[src/rtl/dual_rd_pkg.sv]
package dual_rd_pkg;
    typedef enum logic [2:0] {
        ST_IDLE,
        ST_OPCODE,
        ST_ADDR,
        ST_DUMMY,
        ST_DATA,
        ST_REJECT
    } rd_state_e;

    localparam logic [7:0] READ_OPCODE = 8'hBB;
    localparam int         MODE_CLKS   = 4;
    localparam logic [1:0] CONT_KEY    = 2'b10;
endpackage

[src/rtl/dual_rd_pattern.sv]
module dual_rd_pattern #(
    parameter int         ADDR_W = 24,
    parameter logic [7:0] KEY    = 8'hA5
) (
    input  logic [ADDR_W-1:0] addr,
    output logic [7:0]        data
);
    localparam int LANES = ADDR_W / 8;

    // XOR-fold every address byte lane into the key
    always_comb begin
        data = KEY;
        for (int i = 0; i < LANES; i++) begin
            data = data ^ addr[8*i +: 8];
        end
    end
endmodule

[src/rtl/dual_rd_mode_ctl.sv]
module dual_rd_mode_ctl #(
    parameter int EXIT_LEN = 16
) (
    input  logic       sck,
    input  logic       rst_n,
    input  logic       txn_rst_n,
    input  logic       sio0,
    input  logic       mode_cap_en,
    input  logic [1:0] mode_pair,
    output logic       cont_mode,
    output logic       reset_hit
);
    import dual_rd_pkg::*;

    localparam int RUN_W = $clog2(EXIT_LEN + 1);

    logic [RUN_W-1:0] ones_q;
    logic             run_ok_q;

    // run of ones on SIO0 since select fell
    always_ff @(posedge sck or negedge txn_rst_n) begin
        if (!txn_rst_n) begin
            ones_q   <= '0;
            run_ok_q <= 1'b1;
        end else if (!sio0) begin
            run_ok_q <= 1'b0;
        end else if (run_ok_q && ones_q != RUN_W'(EXIT_LEN)) begin
            ones_q <= ones_q + 1'b1;
        end
    end

    assign reset_hit = run_ok_q && sio0 && (ones_q == RUN_W'(EXIT_LEN - 1));

    always_ff @(posedge sck or negedge rst_n) begin
        if (!rst_n) begin
            cont_mode <= 1'b0;
        end else if (reset_hit) begin
            cont_mode <= 1'b0;
        end else if (mode_cap_en) begin
            cont_mode <= (mode_pair == CONT_KEY);
        end
    end
endmodule

[src/rtl/dual_rd_seq.sv]
module dual_rd_seq #(
    parameter int ADDR_W = 24
) (
    input  logic                    sck,
    input  logic                    txn_rst_n,
    input  logic [1:0]              sio_in,
    input  logic                    cont_mode,
    input  logic                    reset_hit,
    input  logic [1:0]              dummy_sel,
    output dual_rd_pkg::rd_state_e  state_q,
    output logic [1:0]              pair_idx,
    output logic [ADDR_W-1:0]       ptr_q,
    output logic                    mode_cap_en,
    output logic [1:0]              mode_pair
);
    import dual_rd_pkg::*;

    localparam int ADDR_PAIRS = ADDR_W / 2;
    localparam int CNT_W      = $clog2(ADDR_PAIRS + 1) + 1;
    localparam int OP_LAST    = 7;

    rd_state_e         state_d;
    logic [CNT_W-1:0]  cnt_q;
    logic [ADDR_W-3:0] shreg_q;
    logic [CNT_W-1:0]  dummy_last;
    logic [7:0]        opcode_w;

    assign dummy_last = CNT_W'(MODE_CLKS - 1) + CNT_W'({dummy_sel, 1'b0});
    assign opcode_w   = {shreg_q[6:0], sio_in[0]};

    // next-state logic
    always_comb begin
        state_d = state_q;
        unique case (state_q)
            ST_IDLE:   state_d = cont_mode ? ST_ADDR : ST_OPCODE;
            ST_OPCODE: if (cnt_q == CNT_W'(OP_LAST))
                           state_d = (opcode_w == READ_OPCODE) ? ST_ADDR : ST_REJECT;
            ST_ADDR:   if (cnt_q == CNT_W'(ADDR_PAIRS - 1)) state_d = ST_DUMMY;
            ST_DUMMY:  if (cnt_q == dummy_last) state_d = ST_DATA;
            ST_DATA:   state_d = ST_DATA;
            ST_REJECT: state_d = ST_REJECT;
            default:   state_d = ST_REJECT;
        endcase
        if (reset_hit) state_d = ST_REJECT;
    end

    // state register
    always_ff @(posedge sck or negedge txn_rst_n) begin
        if (!txn_rst_n) state_q <= ST_IDLE;
        else            state_q <= state_d;
    end

    // phase counter and input shifter
    always_ff @(posedge sck or negedge txn_rst_n) begin
        if (!txn_rst_n) begin
            cnt_q   <= '0;
            shreg_q <= '0;
        end else begin
            if (state_q == ST_IDLE)       cnt_q <= CNT_W'(1);
            else if (state_d != state_q)  cnt_q <= '0;
            else                          cnt_q <= cnt_q + 1'b1;

            if ((state_q == ST_IDLE && !cont_mode) || state_q == ST_OPCODE)
                shreg_q <= {shreg_q[ADDR_W-4:0], sio_in[0]};
            else if (state_q == ST_IDLE || state_q == ST_ADDR)
                shreg_q <= {shreg_q[ADDR_W-5:0], sio_in};
        end
    end

    // address pointer
    always_ff @(posedge sck or negedge txn_rst_n) begin
        if (!txn_rst_n) begin
            ptr_q <= '0;
        end else if (state_q == ST_ADDR && state_d == ST_DUMMY) begin
            ptr_q <= {shreg_q, sio_in};
        end else if (state_q == ST_DATA && cnt_q[1:0] == 2'd3) begin
            ptr_q <= ptr_q + 1'b1;
        end
    end

    assign pair_idx    = cnt_q[1:0];
    assign mode_cap_en = (state_q == ST_DUMMY) && (cnt_q == CNT_W'(1));
    assign mode_pair   = sio_in;
endmodule

[src/rtl/dual_rd_drive.sv]
module dual_rd_drive #(
    parameter int         ADDR_W = 24,
    parameter logic [7:0] KEY    = 8'hA5
) (
    input  logic                   sck,
    input  logic                   txn_rst_n,
    input  dual_rd_pkg::rd_state_e state_q,
    input  logic [1:0]             pair_idx,
    input  logic [ADDR_W-1:0]      ptr_q,
    output logic [1:0]             sio_out,
    output logic [1:0]             sio_oe
);
    import dual_rd_pkg::*;

    logic [7:0] rd_byte;
    logic [1:0] pair_w;

    dual_rd_pattern #(.ADDR_W(ADDR_W), .KEY(KEY)) u_pattern (
        .addr (ptr_q),
        .data (rd_byte)
    );

    always_comb begin
        unique case (pair_idx)
            2'd0:    pair_w = rd_byte[7:6];
            2'd1:    pair_w = rd_byte[5:4];
            2'd2:    pair_w = rd_byte[3:2];
            default: pair_w = rd_byte[1:0];
        endcase
    end

    // outputs change on the falling edge
    always_ff @(negedge sck or negedge txn_rst_n) begin
        if (!txn_rst_n) begin
            sio_out <= 2'b00;
            sio_oe  <= 2'b00;
        end else if (state_q == ST_DATA) begin
            sio_out <= pair_w;
            sio_oe  <= 2'b11;
        end else begin
            sio_out <= 2'b00;
            sio_oe  <= 2'b00;
        end
    end
endmodule

[src/rtl/dual_read_responder.sv]
module dual_read_responder #(
    parameter int         ADDR_W   = 24,
    parameter logic [7:0] KEY      = 8'hA5,
    parameter int         EXIT_LEN = 16
) (
    input  logic       sck,
    input  logic       rst_n,
    input  logic       sel_n,
    input  logic [1:0] dummy_sel,
    input  logic [1:0] sio_in,
    output logic [1:0] sio_out,
    output logic [1:0] sio_oe
);
    import dual_rd_pkg::*;

    logic              txn_rst_n;
    rd_state_e         state_q;
    logic [1:0]        pair_idx;
    logic [ADDR_W-1:0] ptr_q;
    logic              mode_cap_en;
    logic [1:0]        mode_pair;
    logic              cont_mode;
    logic              reset_hit;

    // select high or global reset clears the transaction
    assign txn_rst_n = rst_n & ~sel_n;

    dual_rd_mode_ctl #(.EXIT_LEN(EXIT_LEN)) u_mode (
        .sck         (sck),
        .rst_n       (rst_n),
        .txn_rst_n   (txn_rst_n),
        .sio0        (sio_in[0]),
        .mode_cap_en (mode_cap_en),
        .mode_pair   (mode_pair),
        .cont_mode   (cont_mode),
        .reset_hit   (reset_hit)
    );

    dual_rd_seq #(.ADDR_W(ADDR_W)) u_seq (
        .sck         (sck),
        .txn_rst_n   (txn_rst_n),
        .sio_in      (sio_in),
        .cont_mode   (cont_mode),
        .reset_hit   (reset_hit),
        .dummy_sel   (dummy_sel),
        .state_q     (state_q),
        .pair_idx    (pair_idx),
        .ptr_q       (ptr_q),
        .mode_cap_en (mode_cap_en),
        .mode_pair   (mode_pair)
    );

    dual_rd_drive #(.ADDR_W(ADDR_W), .KEY(KEY)) u_drive (
        .sck       (sck),
        .txn_rst_n (txn_rst_n),
        .state_q   (state_q),
        .pair_idx  (pair_idx),
        .ptr_q     (ptr_q),
        .sio_out   (sio_out),
        .sio_oe    (sio_oe)
    );
endmodule

[config.mk]
export PLATFORM = sky130hd
export DESIGN_NAME = dual_read_responder
export DESIGN_NICKNAME = d
export VERILOG_FILES = /design/src/rtl/dual_rd_pkg.sv /design/src/rtl/dual_rd_pattern.sv /design/src/rtl/dual_rd_mode_ctl.sv /design/src/rtl/dual_rd_seq.sv /design/src/rtl/dual_rd_drive.sv /design/src/rtl/dual_read_responder.sv
export SDC_FILE = /design/constraint.sdc
export NUM_CORES = 1
export LEC_CHECK = 0
export ABC_AREA = 1
export BUFFER_PORTS_ARGS = -buffer_cell sky130_fd_sc_hd__buf_4
export CAP_MARGIN = 20
export CELL_PAD_IN_SITES_DETAIL_PLACEMENT = 1
export CELL_PAD_IN_SITES_GLOBAL_PLACEMENT = 2
export CORE_ASPECT_RATIO = 0.75
export CORE_MARGIN = 2
export CORE_UTILIZATION = 34
export DETAILED_ROUTE_END_ITERATION = 6
export PLACE_DENSITY = 0.88
export SYNTH_ARGS = -nofsm -noshare
export SYNTH_HDL_FRONTEND = slang
export SYNTH_SLANG_ARGS = --single-unit
[constraint.sdc]
create_clock -name sck -period 4.7 [get_ports sck]
set_clock_uncertainty 0.2 [all_clocks]
set_input_delay 0.94 -clock sck [delete_from_list [all_inputs] [get_ports sck]]
set_output_delay 0.94 -clock sck [all_outputs]
set_load 0.02 [all_outputs]
==> key figures <==
Clock network
  – CTS Buf Count: 9
  – Clk pin slew, worst setup/hold paths: 0.05 ns
  – Post-CTS setup buffer count: 0
  – Worst skew pair latency: 0.33 ns
  – Clock Tree Root: clkbuf_16
  – Clk buf depth: 2
  – H-tree levels: 3
  – Hold buffers post-CTS: 0
  – Post-CTS sizing: 0
  – Clk sinks: 64
  – TritonCTS clock tree: yes

Drt
  – Antenna viol nets, final: 0
  – Total Wirelength: 10800 um
  – DRT met1 WL: 5760 um
  – Post-DR vias/cell: 4.89
  – Wire length on met2: 4640 um
  – DR DRC count: 0
  – Metal3 WL: 357 um
  – DRT Pass-1 Iters: 4
  – Iteration-0 DRC Markers: 204
  – Uppermost layer routed: met4
  – Via Count: 3444
  – Wire length per cell: 15.4 um

Floorplanning
  – Die Width: 131 um
  – Rows: 34
  – Initial Util: 35.2%
  – Die ar.: 13100 um2
  – Io pins: 11
  – Chip Height: 99.5 um
  – Core footprint: 11700 um2

Yosys
  – Post-Syn Instances: 535
  – Top cells by area, synth: dfrtp_1 (36%), nand2_1 (11%), o21ai_0 (5.9%)
  – Synth async-reset ratio: 100%
  – Commonest cells in the netlist: nand2_1 (120), dfrtp_1 (60), inv_1 (60), o21ai_0 (49), nor2_1 (45)
  – Syn Area/Cell: 7.72 um2
  – Seq/Total Area, Yosys: 38.8%
  – Area leader, netlist: dfrtp_1
  – Syn. warnings: 0
  – Main synth FF type: dfrtp_1
  – Syn nets: 552
  – Most frequent cell after synthesis: nand2_1
  – Syn Std Cell Area: 4130 um2
  – Top-area cell type share of the netlist area: 36.3%
  – Number of synthesized flops with an enable pin: 0
  – Yosys cell types: 37
  – Flop and latch count out of synthesis: 64

Timing
  – Max_slew headroom: 48.9%
  – Slew Limit Fails: 0
  – Setup TNS: 0 ns
  – Setup Viol. Count Final: 0
  – Count of final hold-check violations: 0
  – RSZ-0062 raised after global routing: no
  – Worst slew pin tran: 0.767 ns

Final layout
  – # nets final: 555
  – Final Instance Count excl. Fillers: 705
  – Share of layout cells above drive strength 1: 17.7%
  – Multi-input gate area: 2140 um2
  – Final instance area: 4650 um2
  – FF/Latch Area: 1600 um2
  – Filler Cells Inserted: 1449
  – Syn-to-layout area delta: 12.5%
  – N_diodes: 0

Global routing
  – Gr usage total: 17.7%
  – Vias in the first global route: 3657
  – Wire length of the first global-routing pass: 18500 um
  – Grt total ovfl: 0
  – Largest net degree at the start of global routing: 58
  – Antenna violations before repair: 0

Setup path
  – Critical path's slowest cell: dfrtn_1
  – Critical-path cell list: buf_4
  – CP top delay family: flip-flops
  – Crit path kind: reg -> out
  – Buf/Inv on CP: 1
  – Worst Setup End Kind: output pin
  – CP arrival: 3.24 ns
  – Setup crit start kind: flip-flop
  – Crit-path max cell delay: 0.41 ns
  – WP data required: 3.56 ns
  – Worst-path maximum fanout: 2

Run
  – Max Cap Viol: 0

Placement
  – HPWL reported at the end of detailed placement: 7780 um
  – Placed insts: 688
  – # port buffers: 10
  – Area post-placement: 4300 um2
  – Placer congestion estimate: 0.866

Pwr
  – IR drop worst, VDD: 185 uV
  – Cell Pwr Density: 280 nW/um2
  – Sw frac: 20.6%
  – Seq pwr share: 42.4%
  – Net Switching: 268 uW
  – Clock power frac: 55.8%
  – Leak: 2.29 nW
  – Comb power frac: 1.8%
  – Internal power: 1.03 mW

Hold path
  – Hold Path Class: in -> async

Run status
  – Status: finished, final reports clean
-- area by class of cell --
class	instances	area share, %
Inverter	69	5.63
Clock inverter	6	1.78
Timing Repair Buffer	13	2.53
Tap cell	162	4.36
Clock buffer	10	5.14
Sequential cell	64	34.5
Multi-Input combinational cell	381	46.1
-- power groups by stage --
stage	combinational, mW	sequential [mW]	clock [mW]
floorplan	0.0129	0.562	0
global placement	0.0239	0.562	0
detailed placement	0.0245	0.562	0
CTS	0.0246	0.552	0.744
global route	0.0273	0.552	0.766
finish	0.0233	0.552	0.726
-- worst register-to-register path: stages (launching register included) --
cell and delay [ns]:
dfrtp_1 0.46, xnor2_1 0.18, or2_2 0.28, nand3_1 0.07, o21ai_0 0.09, a211oi_1 0.17, nor2_1 0.06
-- cell families after synthesis --
logic type               synth area share (%)
AND/OR/NAND/NOR                          30.8
XOR/XNOR                                 8.27
flip-flops                               38.8
AO/OA/AOI/OAI                            9.57
adder cells (fa/ha/maj)                  3.03
buffers and inverters                    9.57
-- cell usage in the layout, fill, tap and decap left out, drive strengths merged --
cell type  count
xor2          20
a21oi         24
a31oi          1
o22ai          1
nand2        145
dfstp          1
bufinv         2
clkinv         3
xnor2         19
nand3         38
nand3b         1
o21ai         51
clkbuf        10
buf           13
ha            10
and3           1
dfrtp         60
or2            2
nand4          8
dfrtn          3
a211oi         1
nor4           1
clkinvlp       1
nor3           7
inv           69
nor2          51
-- per-layer routing --
layer	track usage, %	vias up
met2	27.4	43
met5	0	-
met1	25.6	1702
li1	-	1693
met3	3.67	6
met4	4.01	0
-- sequential cells by signal (all words and copies together), names as in the netlist --
signal,count
u_drive.sio_out,2
u_seq.cnt_q,5
u_mode.run_ok_q,1
u_mode.cont_mode,1
u_seq.state_q,3
u_seq.shreg_q,22
u_mode.ones_q,5
u_seq.ptr_q,24
u_drive.sio_oe,1
-- final timing paths --
kind | startpoint | endpoint | slack [ns] | cells past startpoint
max reg2reg | u_seq.ptr_q[12] | u_drive.sio_out[0] | 0.68 | 6
min in group sck | u_seq.shreg_q[21] | u_seq.shreg_q[21] | 0.29 | 2
max | u_drive.sio_oe[0] | sio_oe[1] | 0.32 | 1
max in group asynchronous | rst_n | u_drive.sio_out[1] | 1.44 | 3
min reg2reg | u_seq.shreg_q[21] | u_seq.shreg_q[21] | 0.29 | 2
min | rst_n | u_mode.cont_mode | 0.18 | 1
-- stage by stage --
| stage | total power [mW] | util (%) | hold WS [ns] | setup slack [ns] |
|---|---|---|---|---|
| 2_1_floorplan | 0.575 | - | 0.245 | 0.136 |
| 3_3_place_gp | 0.586 | 36.6 | 0.255 | 0.685 |
| 3_5_place_dp | 0.586 | 36.6 | 0.263 | 0.660 |
| 4_1_cts | 1.32 | 39.4 | 0.168 | 0.299 |
| 5_1_grt | 1.35 | 39.6 | 0.168 | 0.283 |
| 6_report | 1.30 | 39.6 | 0.181 | 0.321 |
Note: power is estimated with default switching activity, not from simulation.
